<file path="src/rtl/nvseq_pkg.sv">
package nvseq_pkg;
  typedef enum logic [2:0] {
    S_IDLE, S_ERASE, S_PROG, S_CLEAR, S_XFER
  } nv_state_e;

  typedef enum logic [2:0] {
    K_NONE, K_AUTO_ST, K_SW_ST, K_PWR_RC, K_SW_RC
  } nv_kind_e;
endpackage

</file>
<file path="src/rtl/nvseq_arb.sv">
module nvseq_arb
  import nvseq_pkg::*;
(
  input  logic     idle,
  input  logic     sup_low,
  input  logic     dirty,
  input  logic     pend,
  input  logic     sw_st,
  input  logic     sw_rc,
  output nv_kind_e kind
);
  // fixed priority among start causes
  always_comb begin
    kind = K_NONE;
    if (idle) begin
      if (pend && !sup_low)                kind = K_PWR_RC;
      else if (sup_low && dirty && !pend)  kind = K_AUTO_ST;
      else if (sw_st && !sup_low)          kind = K_SW_ST;
      else if (sw_rc && !pend)             kind = K_SW_RC;
    end
  end
endmodule

</file>
<file path="src/rtl/nvseq_flags.sv">
module nvseq_flags (
  input  logic clk,
  input  logic rst_n,
  input  logic idle,
  input  logic sup_low,
  input  logic sup_dead,
  input  logic wr,
  input  logic done,
  input  logic pwr_start,
  output logic dirty,
  output logic pend
);
  logic dirty_d, pend_d;

  always_comb begin
    dirty_d = dirty;
    if (done)                          dirty_d = 1'b0;
    else if (wr && idle && !sup_low)   dirty_d = 1'b1;
    pend_d = pend;
    if (sup_dead)                      pend_d = 1'b1;
    else if (pwr_start)                pend_d = 1'b0;
  end

  always_ff @(posedge clk or negedge rst_n) begin
    if (!rst_n) begin
      dirty <= 1'b0;
      pend  <= 1'b0;
    end else begin
      dirty <= dirty_d;
      pend  <= pend_d;
    end
  end

  assert_pend_held_R7: assert property (@(posedge clk) disable iff (!rst_n)
    (pend && sup_low) |=> pend)
    else $error("pending recall lost while supply low");
endmodule

</file>
<file path="src/rtl/nvseq_timer.sv">
module nvseq_timer #(
  parameter int CW = 8
) (
  input  logic          clk,
  input  logic          rst_n,
  input  logic          load,
  input  logic [CW-1:0] load_val,
  output logic          expired
);
  logic [CW-1:0] cnt_q, cnt_d;

  always_comb begin
    cnt_d = cnt_q;
    if (load)               cnt_d = load_val;
    else if (cnt_q != '0)   cnt_d = cnt_q - 1'b1;
  end

  always_ff @(posedge clk or negedge rst_n) begin
    if (!rst_n) cnt_q <= '0;
    else        cnt_q <= cnt_d;
  end

  assign expired = (cnt_q == '0);
endmodule

</file>
<file path="src/rtl/nvseq_ctrl.sv">
module nvseq_ctrl
  import nvseq_pkg::*;
#(
  parameter int STORE_CYC   = 1000000,
  parameter int RECALL_CYC  = 65000,
  parameter int RESTORE_CYC = 55000
) (
  input  logic clk,
  input  logic rst_n,
  input  logic sup_low,
  input  logic sup_dead,
  input  logic sw_store_req,
  input  logic sw_recall_req,
  input  logic wr_strobe,
  output logic ph_erase,
  output logic ph_program,
  output logic ph_clear,
  output logic ph_transfer,
  output logic mem_off,
  output logic busy
);
  localparam int ST1  = STORE_CYC / 2;
  localparam int ST2  = STORE_CYC - ST1;
  localparam int RC1  = RECALL_CYC / 2;
  localparam int RC2  = RECALL_CYC - RC1;
  localparam int RS1  = RESTORE_CYC / 2;
  localparam int RS2  = RESTORE_CYC - RS1;
  localparam int MX0  = (STORE_CYC > RECALL_CYC) ? STORE_CYC : RECALL_CYC;
  localparam int MAXC = (MX0 > RESTORE_CYC) ? MX0 : RESTORE_CYC;
  localparam int CW   = $clog2(MAXC + 1);

  // reset: asynchronous assert, synchronous release
  logic [1:0] rs_q;
  logic       rst_s;
  always_ff @(posedge clk or negedge rst_n) begin
    if (!rst_n) rs_q <= 2'b00;
    else        rs_q <= {rs_q[0], 1'b1};
  end
  assign rst_s = rs_q[1];

  nv_state_e     st_q, st_d;
  nv_kind_e      kind;
  logic          pwr_q, pwr_d;
  logic          ld, tmr_exp, done, pwr_start, idle, dirty, pend;
  logic [CW-1:0] ld_val;

  assign idle = (st_q == S_IDLE);

  nvseq_arb u_arb (
    .idle    (idle),
    .sup_low (sup_low),
    .dirty   (dirty),
    .pend    (pend),
    .sw_st   (sw_store_req),
    .sw_rc   (sw_recall_req),
    .kind    (kind)
  );

  nvseq_flags u_flags (
    .clk       (clk),
    .rst_n     (rst_s),
    .idle      (idle),
    .sup_low   (sup_low),
    .sup_dead  (sup_dead),
    .wr        (wr_strobe),
    .done      (done),
    .pwr_start (pwr_start),
    .dirty     (dirty),
    .pend      (pend)
  );

  nvseq_timer #(.CW(CW)) u_tmr (
    .clk      (clk),
    .rst_n    (rst_s),
    .load     (ld),
    .load_val (ld_val),
    .expired  (tmr_exp)
  );

  always_comb begin
    st_d      = st_q;
    ld        = 1'b0;
    ld_val    = '0;
    done      = 1'b0;
    pwr_start = 1'b0;
    case (st_q)
      S_IDLE: begin
        case (kind)
          K_AUTO_ST, K_SW_ST: begin
            st_d = S_ERASE; ld = 1'b1; ld_val = CW'(ST1 - 1);
          end
          K_PWR_RC: begin
            st_d = S_CLEAR; ld = 1'b1; ld_val = CW'(RS1 - 1); pwr_start = 1'b1;
          end
          K_SW_RC: begin
            st_d = S_CLEAR; ld = 1'b1; ld_val = CW'(RC1 - 1);
          end
          default: ;
        endcase
      end
      S_ERASE: if (tmr_exp) begin
        st_d = S_PROG; ld = 1'b1; ld_val = CW'(ST2 - 1);
      end
      S_PROG: if (tmr_exp) begin
        st_d = S_IDLE; done = 1'b1;
      end
      S_CLEAR: if (tmr_exp) begin
        st_d = S_XFER; ld = 1'b1;
        ld_val = pwr_q ? CW'(RS2 - 1) : CW'(RC2 - 1);
      end
      S_XFER: if (tmr_exp) begin
        st_d = S_IDLE; done = 1'b1;
      end
      default: st_d = S_IDLE;
    endcase
  end

  always_comb begin
    pwr_d = pwr_q;
    if (idle) pwr_d = (kind == K_PWR_RC);
  end

  always_ff @(posedge clk or negedge rst_s) begin
    if (!rst_s) begin
      st_q  <= S_IDLE;
      pwr_q <= 1'b0;
    end else begin
      st_q  <= st_d;
      pwr_q <= pwr_d;
    end
  end

  assign ph_erase    = (st_q == S_ERASE);
  assign ph_program  = (st_q == S_PROG);
  assign ph_clear    = (st_q == S_CLEAR);
  assign ph_transfer = (st_q == S_XFER);
  assign busy        = !idle;
  assign mem_off     = busy || sup_low;

  assert_erase_then_prog_R2: assert property (@(posedge clk) disable iff (!rst_s)
    (st_q == S_ERASE) |=> (st_q inside {S_ERASE, S_PROG}))
    else $error("erase not followed by program");

  assert_clear_then_xfer_R6: assert property (@(posedge clk) disable iff (!rst_s)
    (st_q == S_CLEAR) |=> (st_q inside {S_CLEAR, S_XFER}))
    else $error("clear not followed by transfer");

  assert_clean_no_store_R4: assert property (@(posedge clk) disable iff (!rst_s)
    (idle && !dirty && !(sw_store_req && !sup_low)) |=> (st_q != S_ERASE))
    else $error("store started on clean memory");

  assert_no_recall_while_low_R7: assert property (@(posedge clk) disable iff (!rst_s)
    (idle && pend && sup_low) |=> (st_q != S_CLEAR))
    else $error("recall started while supply low");

  assert_phase_hold_R12: assert property (@(posedge clk) disable iff (!rst_s)
    (!idle && !tmr_exp) |=> $stable(st_q))
    else $error("phase left before its count ran out");
endmodule

</file>
<file path="config.mk">
export PLATFORM = sky130hd
export DESIGN_NAME = nvseq_ctrl
export DESIGN_NICKNAME = d
export VERILOG_FILES = /design/src/rtl/nvseq_pkg.sv /design/src/rtl/nvseq_arb.sv /design/src/rtl/nvseq_flags.sv /design/src/rtl/nvseq_timer.sv /design/src/rtl/nvseq_ctrl.sv
export SDC_FILE = /design/constraint.sdc
export NUM_CORES = 1
export LEC_CHECK = 0
export CORE_MARGIN = 8
export CORE_UTILIZATION = 45
export CTS_BUF_LIST = sky130_fd_sc_hd__clkbuf_8
export DETAILED_ROUTE_END_ITERATION = 8
export DONT_BUFFER_PORTS = 1
export MAX_ROUTING_LAYER = met4
export PLACE_DENSITY = 0.66
export SYNTH_ARGS = -nofsm -noshare
export SYNTH_HDL_FRONTEND = slang
export SYNTH_SLANG_ARGS = --single-unit
</file>
<file path="constraint.sdc">
create_clock -name clk -period 1.3 [get_ports clk]
set_input_delay 0.13 -clock clk [delete_from_list [all_inputs] [get_ports clk]]
set_output_delay 0.13 -clock clk [all_outputs]
set_load 0.03 [all_outputs]
</file>
Word level (Yosys, flattened, before mapping)
Index checks and enable logic that the tools add are counted.
Storage, ports and cells
  register bits: 28
  bits of input ports: 7
  logic and storage cells: 69
Cells by class
  $add $sub $neg: 1
  equal/unequal tests: 12
  muxes and demuxes: 27
  reductions and logical operators: 23
Operators with widths (number)
  one-hot mux 19 bit (3 select lines): 2
  2-to-1 mux 20 bit: 2
  2-to-1 mux 3 bit: 8
  logical NOT 20 bit: 1
  nonzero test 20 bit: 1
  subtractor 20 x 1 -> 20 bit (second input constant): 1
  2-to-1 mux 19 bit: 1
  2-to-1 mux 15 bit: 1
  2-to-1 mux 13 bit: 1
  equality test 3 x 2 -> 1 bit (second input constant): 4
  one-hot mux 3 bit (4 select lines): 1
  2-to-1 mux 1 bit: 9
  OR reduction 2 bit: 4
  logical AND 1 bit: 7
  equality test 3 x 1 -> 1 bit (second input constant): 2
  equality test 3 bit (second input constant): 2
  != test 2 x 1 -> 1 bit (second input constant): 3
  one-hot mux 3 bit (2 select lines): 1
  nonzero test 2 bit: 3
  AND reduction 4 bit: 1
  OR reduction 4 bit: 1
  logical NOT 1 bit: 3
  logical NOT 3 bit: 1
  != test 3 x 2 -> 1 bit (second input constant): 1
  2 further kinds: 2

Longest topological paths before layout
Gate-level depths: netlist of run 1.
  depth in word-level cells: 12
  gate-level depth with buffers: 8

Modules after synthesis
Synthesis of run 1 repeated with hierarchy kept, for this count alone.
Unflattened totals
  cells, all modules: 191
  area total of the unflattened synthesis: 1805.5 sq um
Modules (own cells, without submodules)
  nvseq_timer: instances 1, cells an instance 123, area an instance 1202.4 sq um
  nvseq_ctrl: instances 1, cells an instance 55, area an instance 478.0 sq um
  nvseq_flags: instances 1, cells an instance 7, area an instance 77.6 sq um
  nvseq_arb: instances 1, cells an instance 6, area an instance 47.5 sq um

Worst setup path after synthesis of run 1
No wires, ideal clock.
  kind: flip-flop to flip-flop
  start point: reg st_q[2]
  end point: reg u_tmr.cnt_q[3]
  setup time: 0.118 ns
  data arrival time: 2.067 ns
  path slack: -0.885 ns
  stages on the path, launching flop included: 9
  buffers on the path: 2
  cell sequence: dfrtp_1 -> clkbuf_2 -> nor3_2 -> clkinv_1 -> a211oi_2 -> a41oi_2 -> buf_2 -> a21oi_1 -> nor2_1
Between the ends
  word-level cells in the longest chain between the ends: 7
  elaborated cells between the ends (all ways): 17
  classes of those cells: 6 x eq/ne; 6 x mux; 5 x reduce/logical
Ends and longest elaborated chain
  start, declared: RTL line nvseq_ctrl.sv:41  | nv_state_e st_q, st_d;
  start signal, assigned: RTL line nvseq_ctrl.sv:128  | st_q <= st_d;
  logical NOT 3 bit: RTL line nvseq_ctrl.sv:47, nvseq_ctrl.sv:86
  2-to-1 mux 3 bit: RTL line nvseq_arb.sv:15  | if (idle) begin
  equality test 3 x 1 -> 1 bit, or another cell as far along: RTL line nvseq_ctrl.sv:88  | case (kind)
  OR reduction 2 bit or OR reduction 4 bit (tied branches)
  one-hot mux 19 bit (3 select lines) or 2-to-1 mux 1 bit (tied branches): RTL line nvseq_ctrl.sv:88
  one-hot mux 19 bit (3 select lines) or one-hot mux 1 bit (2 select lines) (tied branches): RTL line nvseq_ctrl.sv:86  | case (st_q)
  2-to-1 mux 20 bit or nonzero test 2 bit (tied branches)
  end signal, assigned: RTL line nvseq_timer.sv:20  | else cnt_q <= cnt_d;
  end, declared: RTL line nvseq_timer.sv:10  | logic [CW-1:0] cnt_q, cnt_d;
Parallel ways exist; a longest one is shown, timed or not.
A chain may end at the register's enable or synchronous reset.

Worst setup path in the final report of run 1
  start point: reg u_tmr.cnt_q[13]
  end point: reg u_tmr.cnt_q[13]
Between the ends
  word-level cells in the longest chain between the ends: 4
  elaborated cells between the ends (all ways): 11
  classes of those cells: 1 x add/sub; 7 x mux; 3 x reduce/logical
Ends and longest elaborated chain
  branches (longest 4 deep; another with subtractor 20 x 1 -> 20 bit)
Parallel ways; which one is timed is not known. The select of a mux whose other input is x is not followed.

==> Flow_metrics.wiki, run 1 <==
{| class="wikitable"
! Metric !! Value
|-
| Run status || finished with violations
|-
| Violations in the final reports || negative setup slack
|-
| Total clock buffers created by CTS || 3
|-
| H-tree depth reported by CTS || 1
|-
| Most frequent cells in the layout || 53 x sky130_fd_sc_hd__buf_4, 28 x sky130_fd_sc_hd__dfrtp_1, 17 x sky130_fd_sc_hd__buf_6
|-
| Critical path fanouts, max || 7
|-
| Initial core utilization || 46.7%
|-
| Instance count after placement with tap cells included || 285
|-
| Area of the die || 0.00599 mm²
|-
| Worst skew pair latency || 0.29 ns
|-
| Post-Route Skew || between 0.003 and 0.004 ns
|-
| Mean number of vias per cell || 6.02
|-
| CTS tree || yes
|-
| Most common cell after layout, fill and taps aside || sky130_fd_sc_hd__buf_4
|-
| Detailed-router iteration count before antenna repair || 4
|-
| Avg WL per Cell || about 19 µm
|-
| Number of standard-cell rows in the floorplan || 22
|-
| Ys Warns || 0
|-
| Initial DRC count || 123
|-
| Min setup slack post-route || -0.762 ns
|-
| Core region area || approximately 0.0036 mm²
|-
| Cell area after synthesis || 0.00170 mm²
|-
| Final-report setup violation count || 31
|-
| Fill cell count || 235
|-
| Static leakage || ~1.2 nW
|-
| Remaining global-route overflow || 0
|-
| Unrepaired setup endpoints after global routing || true
|-
| Category of the worst setup path launch point || register
|-
| Pre-CTS WS || -0.831 ns
|-
| First-pass GRT wire length || 8540 µm
|-
| Master cell of the clock root buffer || sky130_fd_sc_hd__clkbuf_8
|-
| Total length of routed wires || slightly below 6000 µm
|-
| Final design instance area without fill || 0.00274 mm²
|-
| Crit path required time || 1.51 ns
|-
| Crit Path Category || register to register
|-
| Fmax achieved || 485 MHz
|-
| Cell area after placement || approximately 0.0023 mm²
|-
| Relative area change from synthesis to final layout || 61.2%
|-
| Worst hold-check path type || input port to register
|-
| Last weighted congestion value of the routability-driven placer || 0.914
|-
| Die span in x || 77.4 µm
|-
| Cells after Synth || 185
|-
| Period Utilization, post-route || 159%
|-
| Clock buffer depth || 2
|-
| Max-slew violation total from the final report || 0
|-
| Sort of element at the end of the critical path || register
|-
| Post-route ant nets || 0
|-
| Clock net sink count || 28
|-
| Most used flip-flop cell after synthesis || sky130_fd_sc_hd__dfrtp_1
|-
| Max capacitance violation total || 0
|-
| Number of different library cells in the post-synthesis netlist || 58
|-
| Vertical extent of the die || 77.4 µm
|-
| Count of nets after finishing || 263
|-
| Share of synthesized registers carrying an async set or reset || 100%
|-
| Port Buffers || 0
|-
| Number of cells on the worst reg-to-reg path || 5
|-
| Count of state elements after synthesis || 28
|-
| Initial antenna violation count || 0
|-
| Number of nets in the synthesized netlist || 194
|-
| Post-synthesis sequential area ratio || approximately two fifths
|-
| Critical path arrival || ~2.3 ns
|-
| Avg Inst Size Synth || 9.18 µm²
|-
| Largest net degree at the start of global routing || 17
|-
| Count of endpoints failing hold in the final timing report || 0
|-
| Number of enable flip-flop cells after synthesis || 0
|-
| Via count of the first global-routing pass || 1889
|-
| Hold slack || 0.0289 ns
|-
| Post-route DRC violation count || 0
|-
| Time the final worst path needs with I/O delays and setup || 2.06 ns
|-
| Vias || around 1800
|-
| Fraction of final layout cells with drive strength greater than 1 || 50.2%
|-
| Antenna fix cells || 0
|-
| PD cells || 1870 mW/mm²
|-
| I/O Pins || 13
|-
| Post-Layout Cell Count || roughly 300
|-
| Maximum VDD drop || 1.29 mV
|-
| Post-detailed-placement half-perimeter wirelength || 3560 µm
|-
| Clock transition at path regs || approximately 0.10 ns
|-
| GRT Total Usage || between 10% and 20%
|-
| Hold Path Stages || 2
|}
[report_power, final]
part	internal (W)	switching, W	leakage (nW)
clock network	0.000414	0.000296	0.0357
registers	0.00118	0.000273	0.336
logic	0.00148	0.00148	0.792
[cells by family after synthesis]
logic type	after synthesis	synth area share, %
AOI/OAI and AO/OA	43	16.5
muxes	2	1.25
xor gates and xnor gates	16	8.25
DFF	28	41.3
and+or+nand+nor	77	26.6
other	1	0.221
buffers and inverters	16	4.42
adders and majority gates	2	1.47
[metrics by stage]
step / utilization, % / power, W / TNS, ns
6_report: 75.3 / 0.00512 / -17.56
5_1_grt: 75.3 / 0.00539 / -19.29
4_1_cts: 71.9 / 0.00477 / -16.31
3_5_place_dp: 62.1 / 0.00374 / -17.23
3_3_place_gp: 62.1 / 0.00366 / -15.58
2_1_floorplan: - / 0.00266 / -14.60
[state kept, by name, indices dropped and copies added, names as in the netlist]
register	flops
u_flags.dirty	1
pwr_q	1
rs_q	2
u_flags.pend	1
u_tmr.cnt_q	20
st_q	3
[final timing paths]
kind	from	endpoint	slack, ns
hold reg to reg	rs_q[1]	u_tmr.cnt_q[18]	0.20
setup reg to reg	u_tmr.cnt_q[13]	u_tmr.cnt_q[13]	-0.76
hold / removal	sup_low	pwr_q	0.03
max in group asynchronous	rs_q[1]	st_q[1]	0.92
setup / recovery	u_tmr.cnt_q[13]	u_tmr.cnt_q[13]	-0.76
min in group asynchronous	rst_n	rs_q[0]	0.06
[layer usage]
layer	track usage (%)	share of wire (%)
met5	-	0
met4	7.36	4.4
met3	3.57	6.2
met1	18.5	37
met2	32.8	53
[area by class of cell]
type,instances,area (µm²),share of cell area [%]
inverter,6,33.8,1.23
tap,48,60.1,2.19
timing repair buffer,74,649,23.7
sequential,28,701,25.6
multi-input combinational,141,1220,44.7
clock buffer,3,41.3,1.51
clock inverter,1,30.0,1.10
[cell usage after synthesis, types with 2 or more instances]
cell type	number	area, µm²
sky130_fd_sc_hd__a211oi_1	2	15.0
sky130_fd_sc_hd__a21o_1	2	15.0
sky130_fd_sc_hd__a21oi_1	18	90.1
sky130_fd_sc_hd__and2_1	2	12.5
sky130_fd_sc_hd__buf_2	2	10.0
sky130_fd_sc_hd__clkbuf_1	5	18.8
sky130_fd_sc_hd__dfrtp_1	28	701
sky130_fd_sc_hd__ha_1	2	25.0
sky130_fd_sc_hd__inv_1	5	18.8
sky130_fd_sc_hd__nand2_1	13	48.8
sky130_fd_sc_hd__nand2b_1	2	12.5
sky130_fd_sc_hd__nand3_1	2	10.0
sky130_fd_sc_hd__nand4_1	2	12.5
sky130_fd_sc_hd__nor2_1	16	60.1
sky130_fd_sc_hd__nor2b_1	2	12.5
sky130_fd_sc_hd__nor3_1	6	30.0
sky130_fd_sc_hd__nor3b_1	3	22.5
sky130_fd_sc_hd__nor4_1	6	37.5
sky130_fd_sc_hd__o21ai_0	4	20.0
sky130_fd_sc_hd__o21ai_1	2	10.0
sky130_fd_sc_hd__o21bai_1	2	15.0
sky130_fd_sc_hd__o22ai_1	3	18.8
sky130_fd_sc_hd__o31ai_1	2	15.0
sky130_fd_sc_hd__or2_1	2	12.5
sky130_fd_sc_hd__or3_1	5	31.3
sky130_fd_sc_hd__xnor2_1	12	105
sky130_fd_sc_hd__xor2_1	4	35.0
[worst max-delay path, stage by stage (launching register included)]
cell,delay (ns)
sky130_fd_sc_hd__dfrtp_1,0.40
sky130_fd_sc_hd__or4_4,0.57
sky130_fd_sc_hd__or2_4,0.31
sky130_fd_sc_hd__or2_1,0.34
sky130_fd_sc_hd__and3_1,0.21
sky130_fd_sc_hd__o21ai_1,0.15
[repair_timing]
action / CTS / global route
buffers inserted: 9 / 4
endpoints found under the setup margin: 31 / 32
hold endpoints to repair: 3 / 0
resized for setup: 40 / 28
hold buffers: 2 / 0
pin swaps: 15 / 14
Power figures use the tool's default switching activity.
==> run 2, diff against run 1 <==
- CELL_PAD_IN_SITES_DETAIL_PLACEMENT: not set -> 0
- CELL_PAD_IN_SITES_GLOBAL_PLACEMENT: not set -> 1
- PLACE_DENSITY: 0.66 -> 0.8
==> run 2 against run 1 <==
Against the previous run: the flow still finishes with violations (negative setup slack); via count rose by 5.9%; largest cell class unchanged; die area did not move; clock power rose by 2.8%; count of clock-buffer cells in the layout did not move; critical path depth rose by 2; non-clock buffer count rose by 12; sequential share of layout area fell by 1.2 points; sequential power barely moved.
==> Flow_metrics.wiki, run 2 (same netlist as run 1, synthesis figures left out) <==
{| class="wikitable"
! Metric !! Value
|-
| Run status || finished with violations
|-
| Violations in the final reports || negative setup slack
|-
| Initial antenna violation count || 0 (unchanged)
|-
| Post-detailed-placement half-perimeter wirelength || 3490 µm (-1.8%)
|-
| Period Utilization, post-route || 167% (+8.8 points)
|-
| Flop pwr share || 28.0% (-0.4 points)
|-
| NetSw || 0.00216 W (+5.5%)
|-
| Initial core utilization || 46.7% (unchanged)
|-
| Clock buffer depth || 2 (unchanged)
|-
| Cell-internal power || 0.00311 W (+1.3%)
|-
| Core region area || 0.00363 mm² (unchanged)
|-
| Count of endpoints failing hold in the final timing report || 0 (unchanged)
|-
| H-tree depth reported by CTS || 1 (unchanged)
|-
| Relative area change from synthesis to final layout || 69.6%
|-
| Largest register FFs || 20 (unchanged)
|-
| Clock net sink count || 28 (unchanged)
|-
| Area of the die || 0.00599 mm² (unchanged)
|-
| Master cell of the clock root buffer || sky130_fd_sc_hd__clkbuf_8
|-
| Critical Path Max Stage Delay || 0.42 ns (-0.15 ns)
|-
| Category of the worst setup path launch point || register
|-
| Count of nets after finishing || 275 (+4.6%)
|-
| GRT Total Usage || 20.2% (+2.1 points)
|-
| Time the final worst path needs with I/O delays and setup || 2.18 ns (+0.115 ns)
|-
| Crit Path Category || register to register
|-
| Critical path fanouts, max || 6 (-1)
|-
| Library cell appearing most often on the critical path || sky130_fd_sc_hd__buf_4
|-
| Die span in x || 77.4 µm (unchanged)
|-
| Detailed-router iteration count before antenna repair || 4 (unchanged)
|-
| Vias || 1920 (+5.9%)
|-
| Last weighted congestion value of the routability-driven placer || 0.879 (-3.9%)
|-
| Post-Layout Cell Count || 313 (+4.0%)
|-
| Most frequent cells in the layout || 57 x sky130_fd_sc_hd__buf_4, 27 x sky130_fd_sc_hd__dfrtp_1, 23 x sky130_fd_sc_hd__buf_6
|-
| Remaining global-route overflow || 0 (unchanged)
|-
| Max-slew violation total from the final report || 0 (unchanged)
|-
| Antenna fix cells || 0 (unchanged)
|-
| Relative contribution of combinational cells to total power || 58.2% (+0.4 points)
|-
| Worst hold-check path type || input port to register
|-
| Total length of routed wires || 7340 µm (+26%)
|-
| Crit path required time || 1.45 ns (-0.06 ns)
|-
| Final-report setup violation count || 32 (+3.2%)
|-
| Total negative slack for setup checks || -19.12 ns (-1.56 ns)
|-
| Unrepaired setup endpoints after global routing || true
|-
| CTS tree || yes
|-
| First-pass GRT wire length || 9560 µm (+12%)
|-
| Min setup slack post-route || -0.877 ns (-0.115 ns)
|-
| Post-route ant nets || 0 (unchanged)
|-
| Maximum VDD drop || 1.37 mV (+5.8%)
|-
| Total clock buffers created by CTS || 3 (unchanged)
|-
| Sort of element at the end of the critical path || register
|-
| Fraction of final layout cells with drive strength greater than 1 || 55.5% (+5.3 points)
|-
| Post-Route Skew || 0.00425 ns (+0.000849 ns)
|-
| Largest net degree at the start of global routing || 27 (+10)
|-
| Fmax achieved || 459 MHz (-5.3%)
|-
| Biggest registers after layout || u_tmr.cnt_q: 20 flops, st_q: 3 flops, rs_q: 2 flops
|-
| Most common cell after layout, fill and taps aside || sky130_fd_sc_hd__buf_4
|-
| Mean number of vias per cell || 6.13 (+1.8%)
|-
| Switch share || 41.0% (+0.97 points)
|-
| Clock transition at path regs || 0.11 ns (about the same)
|-
| Clock group share of total power || 13.8% (about the same)
|-
| Hold slack || 0.0512 ns (+0.0224 ns)
|-
| Slowest cell on the critical path || sky130_fd_sc_hd__dfrtp_1
|-
| Port Buffers || 0 (unchanged)
|-
| Initial DRC count || 192 (+56%)
|-
| Number of standard-cell rows in the floorplan || 22 (unchanged)
|-
| Critical path arrival || 2.33 ns (+0.06 ns)
|-
| Via count of the first global-routing pass || 1932 (+2.3%)
|-
| Avg WL per Cell || 23.5 µm (+21%)
|-
| I/O Pins || 13 (unchanged)
|-
| Vertical extent of the die || 77.4 µm (unchanged)
|-
| Reg with most FFs || u_tmr.cnt_q
|-
| Static leakage || 1.23 nW (+5.6%)
|-
| Worst skew pair latency || 0.29 ns (about the same)
|-
| Instance count after placement with tap cells included || 284 (-0.35%)
|-
| Total Power Consumption || 0.00528 W (+3.0%)
|-
| Cells traversed along the worst timing path || nor4_4 > buf_4 > nand2_1 > buf_4 > nor3_1 > xnor2_1 > o22ai_1
|-
| Max capacitance violation total || 0 (unchanged)
|-
| PD cells || 1830 mW/mm² (-2.1%)
|-
| Pre-CTS WS || -0.785 ns (+0.0465 ns)
|-
| Post-route DRC violation count || 0 (unchanged)
|}
[run 2: worst paths after layout]
check / startpoint / slack [ns] / endpoint / cells past startpoint
worst max-delay path: u_tmr.cnt_q[9] / -0.88 / u_tmr.cnt_q[15] / 7
worst min-delay path: wr_strobe / 0.05 / u_flags.dirty / 2
worst max register to register: u_tmr.cnt_q[9] / -0.88 / u_tmr.cnt_q[15] / 7
worst min register to register: rs_q[1] / 0.27 / u_tmr.cnt_q[18] / 1
max in group asynchronous: rs_q[1] / 0.74 / st_q[2] / 1
min in group asynchronous: rst_n / 0.07 / rs_q[0] / 1
[run 2: timing repair]
item                                   4_1_cts  5_1_grt
cloned                                       1        1
resized for setup                           52       35
setup endpoints to repair                   31       31
hold buffers                                 2        0
endpoints found under the hold margin        3        0
setup buffers                               10       14
pin swaps                                   10       16
[run 2: critical path, delay by kind of cell (launching register included)]
kind                      cells  cell delay, ns
AOI/OAI and AO/OA             1            0.16
xor gates and xnor gates      1            0.21
buffers and inverters         2            0.42
DFF                           1            0.42
and+or+nand+nor               3            0.82
[run 2: per-layer routing]
layer | wire, µm | part of all wire [%] | global-route usage, % | up-vias
li1 | - | - | - | 820
met1 | 2520 | 34 | 20.4 | 951
met2 | 3890 | 53 | 35.9 | 107
met3 | 450 | 6.1 | 3.80 | 42
met4 | 483 | 6.6 | 10.9 | 0
met5 | 0 | 0 | - | -
[run 2: power groups by stage]
stage	logic, W	clock network, W	registers [W]
6_report	0.00307	0.000729	0.00148
2_1_floorplan	0.00117	0	0.00149
5_1_grt	0.00325	0.000770	0.00150
4_1_cts	0.00258	0.000712	0.00143
3_3_place_gp	0.00220	0	0.00140
3_5_place_dp	0.00226	0	0.00143
[run 2: final cells by class]
| class | instances | area [µm²] |
|---|---|---|
| clock buffers | 3 | 41.3 |
| clock inverters | 1 | 30.0 |
| fillers | 203 | 754 |
| inverters | 6 | 33.8 |
| multi-input cells | 141 | 1250 |
| flip-flops and latches | 28 | 702 |
| well taps | 48 | 60.1 |
| repair buffers | 86 | 762 |
[run 2: through the flow]
| step | util (%) | instance area, µm² |
|---|---|---|
| 2_1_floorplan | - | 1780 |
| 3_3_place_gp | 61.8 | 2250 |
| 3_5_place_dp | 61.8 | 2250 |
| 4_1_cts | 72.7 | 2640 |
| 5_1_grt | 79.2 | 2880 |
| 6_report | 79.2 | 2880 |
==> run 3, diff against run 2 <==
- ABC_AREA: not set -> 1
- PLACE_DENSITY: 0.8 -> 0.83
- SLEW_MARGIN: not set -> 20
==> run 3 against run 2 <==
Against the previous run: the flow still finishes with violations (negative setup slack); first-iteration DRC count fell by 11%; largest power group unchanged; non-clock buffer count is the same; register-to-register slack improved by 0.56 ns; clock power decreased by 2.7%; sequential power is 7% higher; cell count is 25% higher; critical path depth grew 2; clock skew is 0.0017 ns lower; maximum frequency grew 34%.
==> Flow_metrics.wiki, run 3 <==
{| class="wikitable"
! Metric !! Value
|-
| Run status || finished with violations
|-
| Violations in the final reports || negative setup slack
|-
| Last weighted congestion value of the routability-driven placer || 0.891 (+1.5%)
|-
| Core region area || 0.00394 mm² (+8.5%)
|-
| Master cell of the clock root buffer || sky130_fd_sc_hd__clkbuf_8
|-
| Share of synthesized registers carrying an async set or reset || 100% (unchanged)
|-
| Static leakage || 1.41 nW (+15%)
|-
| Instance count after placement with tap cells included || 370 (+30%)
|-
| Worst hold-check path type || input port to async pin
|-
| Maximum VDD drop || 1.44 mV (+5.2%)
|-
| Time the final worst path needs with I/O delays and setup || 1.62 ns (-0.556 ns)
|-
| Internal reg-to-reg setup slack || -0.32 ns (+0.56 ns)
|-
| Number of different library cells in the post-synthesis netlist || 28 (-52%)
|-
| Post-Layout Cell Count || 391 (+25%)
|-
| Post-synthesis sequential area ratio || 38.7% (-2.5 points)
|-
| Category of the worst setup path launch point || register
|-
| Sort of element at the end of the critical path || register
|-
| Area of the die || 0.00631 mm² (+5.2%)
|-
| Number of nets in the synthesized netlist || 262 (+35%)
|-
| Fraction of post-synthesis cell area in the top cell type by area || 38.7% (-2.5 points)
|-
| Number of cells on the worst reg-to-reg path || 9 (+2)
|-
| Final standard cell utilization of the core || 78.4% (-0.82 points)
|-
| Remaining global-route overflow || 0 (unchanged)
|-
| Reg2reg start || u_tmr.cnt_q[1]
|-
| Total Power Consumption || 0.00694 W (+32%)
|-
| Unrepaired setup endpoints after global routing || true
|-
| Fraction of final layout cells with drive strength greater than 1 || 56.6% (+1.1 points)
|-
| Clock transition at path regs || 0.10 ns (about the same)
|-
| Vias || 2008 (+4.6%)
|-
| Fill cell count || 258 (+27%)
|-
| Cell area after synthesis || 0.00181 mm² (+6.6%)
|-
| Count of endpoints failing hold in the final timing report || 0 (unchanged)
|-
| Min setup slack post-route || -0.321 ns (+0.556 ns)
|-
| Post-Route Skew || 0.00251 ns (-0.00173 ns)
|-
| Cells after Synth || 253 (+37%)
|-
| Clock net sink count || 28 (unchanged)
|-
| Synth top area cells || sky130_fd_sc_hd__dfrtp_1 39%, sky130_fd_sc_hd__nand2_1 15%, sky130_fd_sc_hd__nor2_1 8.5%
|-
| Cells traversed along the worst timing path || inv_2 > ha_4 > nand2_2 > nor2_2 > nand2_2 > nor2_4 > buf_6 > a22oi_2 > a21oi_1
|-
| Worst skew pair latency || 0.28 ns (about the same)
|-
| Vertical extent of the die || 79.4 µm (+2.6%)
|-
| Count of state elements after synthesis || 28 (unchanged)
|-
| Die span in x || 79.4 µm (+2.6%)
|-
| Most common cell after layout, fill and taps aside || sky130_fd_sc_hd__buf_4
|-
| Port Buffers || 0 (unchanged)
|-
| Avg Inst Size Synth || 7.15 µm² (-22%)
|-
| Critical path fanouts, max || 5 (-1)
|-
| PD cells || 2250 mW/mm² (+23%)
|-
| Sequential standard cell area || 704 µm² (+0.36%)
|-
| Initial antenna violation count || 0 (unchanged)
|-
| Post-route ant nets || 0 (unchanged)
|-
| Max capacitance violation total || 0 (unchanged)
|-
| Most frequent cells in the layout || 63 x sky130_fd_sc_hd__buf_4, 44 x sky130_fd_sc_hd__nand2_1, 25 x sky130_fd_sc_hd__dfrtp_1
|-
| Post-route DRC violation count || 0 (unchanged)
|-
| Clock buffer depth || 2 (unchanged)
|-
| Total length of routed wires || 5990 µm (-18%)
|-
| Crit Path Category || register to register
|-
| CTS tree || yes
|-
| R2r endpoint || u_tmr.cnt_q[2]
|-
| Initial core utilization || 45.9% (-0.84 points)
|-
| Fmax achieved || 617 MHz (+34%)
|-
| Number of standard-cell rows in the floorplan || 23 (+4.5%)
|-
| I/O Pins || 13 (unchanged)
|-
| Library cell appearing most often on the critical path || sky130_fd_sc_hd__nand2_2
|-
| Relative area change from synthesis to final layout || 70.9%
|-
| First-pass GRT wire length || 9180 µm (-3.9%)
|-
| Max-slew violation total from the final report || 0 (unchanged)
|-
| Via count of the first global-routing pass || 2036 (+5.4%)
|-
| Total clock buffers created by CTS || 3 (unchanged)
|-
| Period Utilization, post-route || 125% (-43 points)
|-
| Ys Warns || 0 (unchanged)
|-
| Post-detailed-placement half-perimeter wirelength || 3980 µm (+14%)
|-
| Detailed-router iteration count before antenna repair || 5 (+1)
|-
| Most used flip-flop cell after synthesis || sky130_fd_sc_hd__dfrtp_1
|-
| Crit path required time || 1.45 ns (about the same)
|-
| H-tree depth reported by CTS || 1 (unchanged)
|-
| GRT Total Usage || 19.1% (-1.1 points)
|-
| Final-report setup violation count || 30 (-6.3%)
|-
| Top cells by instance count after synthesis || 72 x sky130_fd_sc_hd__nand2_1, 41 x sky130_fd_sc_hd__nor2_1, 28 x sky130_fd_sc_hd__dfrtp_1
|-
| Reg with most FFs || u_tmr.cnt_q
|-
| Largest register FFs || 20 (unchanged)
|-
| Initial DRC count || 171 (-11%)
|-
| Count of nets after finishing || 351 (+28%)
|-
| Most frequently used cell type in the post-synthesis netlist || sky130_fd_sc_hd__nand2_1
|-
| Critical Path Max Stage Delay || 0.43 ns (about the same)
|-
| Largest net degree at the start of global routing || 27 (unchanged)
|-
| Critical path arrival || 1.78 ns (-0.55 ns)
|-
| Dominant cell type by area after synthesis || sky130_fd_sc_hd__dfrtp_1
|-
| Area of combinational cells with multiple inputs || 0.00140 mm² (+12%)
|-
| Mean number of vias per cell || 5.14 (-16%)
|-
| Avg WL per Cell || 15.3 µm (-35%)
|-
| Biggest registers after layout || u_tmr.cnt_q: 20 flops, st_q: 3 flops, rs_q: 2 flops
|-
| Slowest cell on the critical path || sky130_fd_sc_hd__dfrtp_1
|-
| Number of enable flip-flop cells after synthesis || 0 (unchanged)
|-
| Antenna fix cells || 0 (unchanged)
|}
## run 3: cell count changes in the layout (fill, tap and decap cells not counted), moves of 6 or more
cell,previous run,this run
sky130_fd_sc_hd__nor2_1,14,23
sky130_fd_sc_hd__nand3_1,2,11
sky130_fd_sc_hd__nor2_2,0,14
sky130_fd_sc_hd__nand2_4,0,9
sky130_fd_sc_hd__nand3_2,0,6
sky130_fd_sc_hd__xnor2_1,11,5
sky130_fd_sc_hd__nand2_1,12,44
sky130_fd_sc_hd__inv_1,1,16
sky130_fd_sc_hd__nor2_4,3,18
sky130_fd_sc_hd__buf_4,57,63
sky130_fd_sc_hd__nand2_2,1,22
sky130_fd_sc_hd__buf_6,23,17
## run 3: final cells by class
class                      count  share of cell area, %
clock buffer                   3                   1.34
clock inverter                 1                  0.971
inverter                      23                   2.95
multi-input combinational    200                   45.4
sequential                    28                   22.8
tap                           50                   2.02
timing repair buffer          86                   24.6
## run 3: how the worst max path moves through the flow
stage | slack [ns] | end | startpoint
2_1_floorplan | -0.19 | u_tmr.cnt_q[2] | st_q[1]
3_3_place_gp | -0.39 | u_tmr.cnt_q[18] | u_flags.pend
3_5_place_dp | -0.47 | u_tmr.cnt_q[17] | u_tmr.cnt_q[1]
4_1_cts | -0.30 | u_tmr.cnt_q[16] | u_tmr.cnt_q[10]
5_1_grt | -0.41 | u_tmr.cnt_q[2] | u_tmr.cnt_q[14]
6_report | -0.32 | u_tmr.cnt_q[2] | u_tmr.cnt_q[1]
## run 3: power by group
| part | leakage [nW] | total (W) | internal [W] | switching (W) |
|---|---|---|---|---|
| Combinational | 1.05 | 0.00464 | 0.00228 | 0.00236 |
| Sequential | 0.329 | 0.00159 | 0.00123 | 0.000362 |
| Clock | 0.0357 | 0.000709 | 0.000413 | 0.000296 |
| Total | 1.41 | 0.00694 | 0.00393 | 0.00302 |
## run 3: metal layers
metal	track usage (%)	wire (µm)	vias to the layer above
met5	-	0	-
met4	4.44	150	0
met3	2.25	164	14
met2	35.3	3230	41
met1	21.1	2440	971
li1	-	-	982
## run 3: kinds of logic after synthesis
family                   after synthesis  synth area share, %
XOR/XNOR                              11                 5.32
flip-flops                            28                 38.7
AO/OA/AOI/OAI                         27                 8.16
adder cells (fa/ha/maj)                2                 1.38
AND/OR/NAND/NOR                      159                 40.2
other                                  1                0.207
buffers and inverters                 25                 6.02
## run 3: through the flow
step,TNS [ns],instance area [µm²],hold slack (ns),setup slack (ns)
after floorplan,-2.85,1900,-0.166,-0.189
after global placement,-7.45,2470,-0.165,-0.389
after detailed placement,-8.65,2470,-0.165,-0.466
after CTS,-6.76,2860,0.0582,-0.303
after global routing,-9.27,3090,0.0510,-0.411
final,-7.12,3090,0.0595,-0.321
## run 3: critical path: cells and delay by family, from the launching register on
kind | cells | cell delay (ns)
AO/OA/AOI/OAI | 2 | 0.44
flip-flops | 1 | 0.43
AND/OR/NAND/NOR | 4 | 0.25
buffers and inverters | 2 | 0.21
adder cells (fa/ha/maj) | 1 | 0.17
## run 3: what timing repair did
action / 4_1_cts / 5_1_grt
buffers inserted: 11 / 4
endpoints found under the hold margin: 4 / 0
gates cloned: 0 / 1
endpoints found under the setup margin: 30 / 30
gates resized for setup: 54 / 53
hold buffers: 3 / 0
pin swaps: 19 / 24
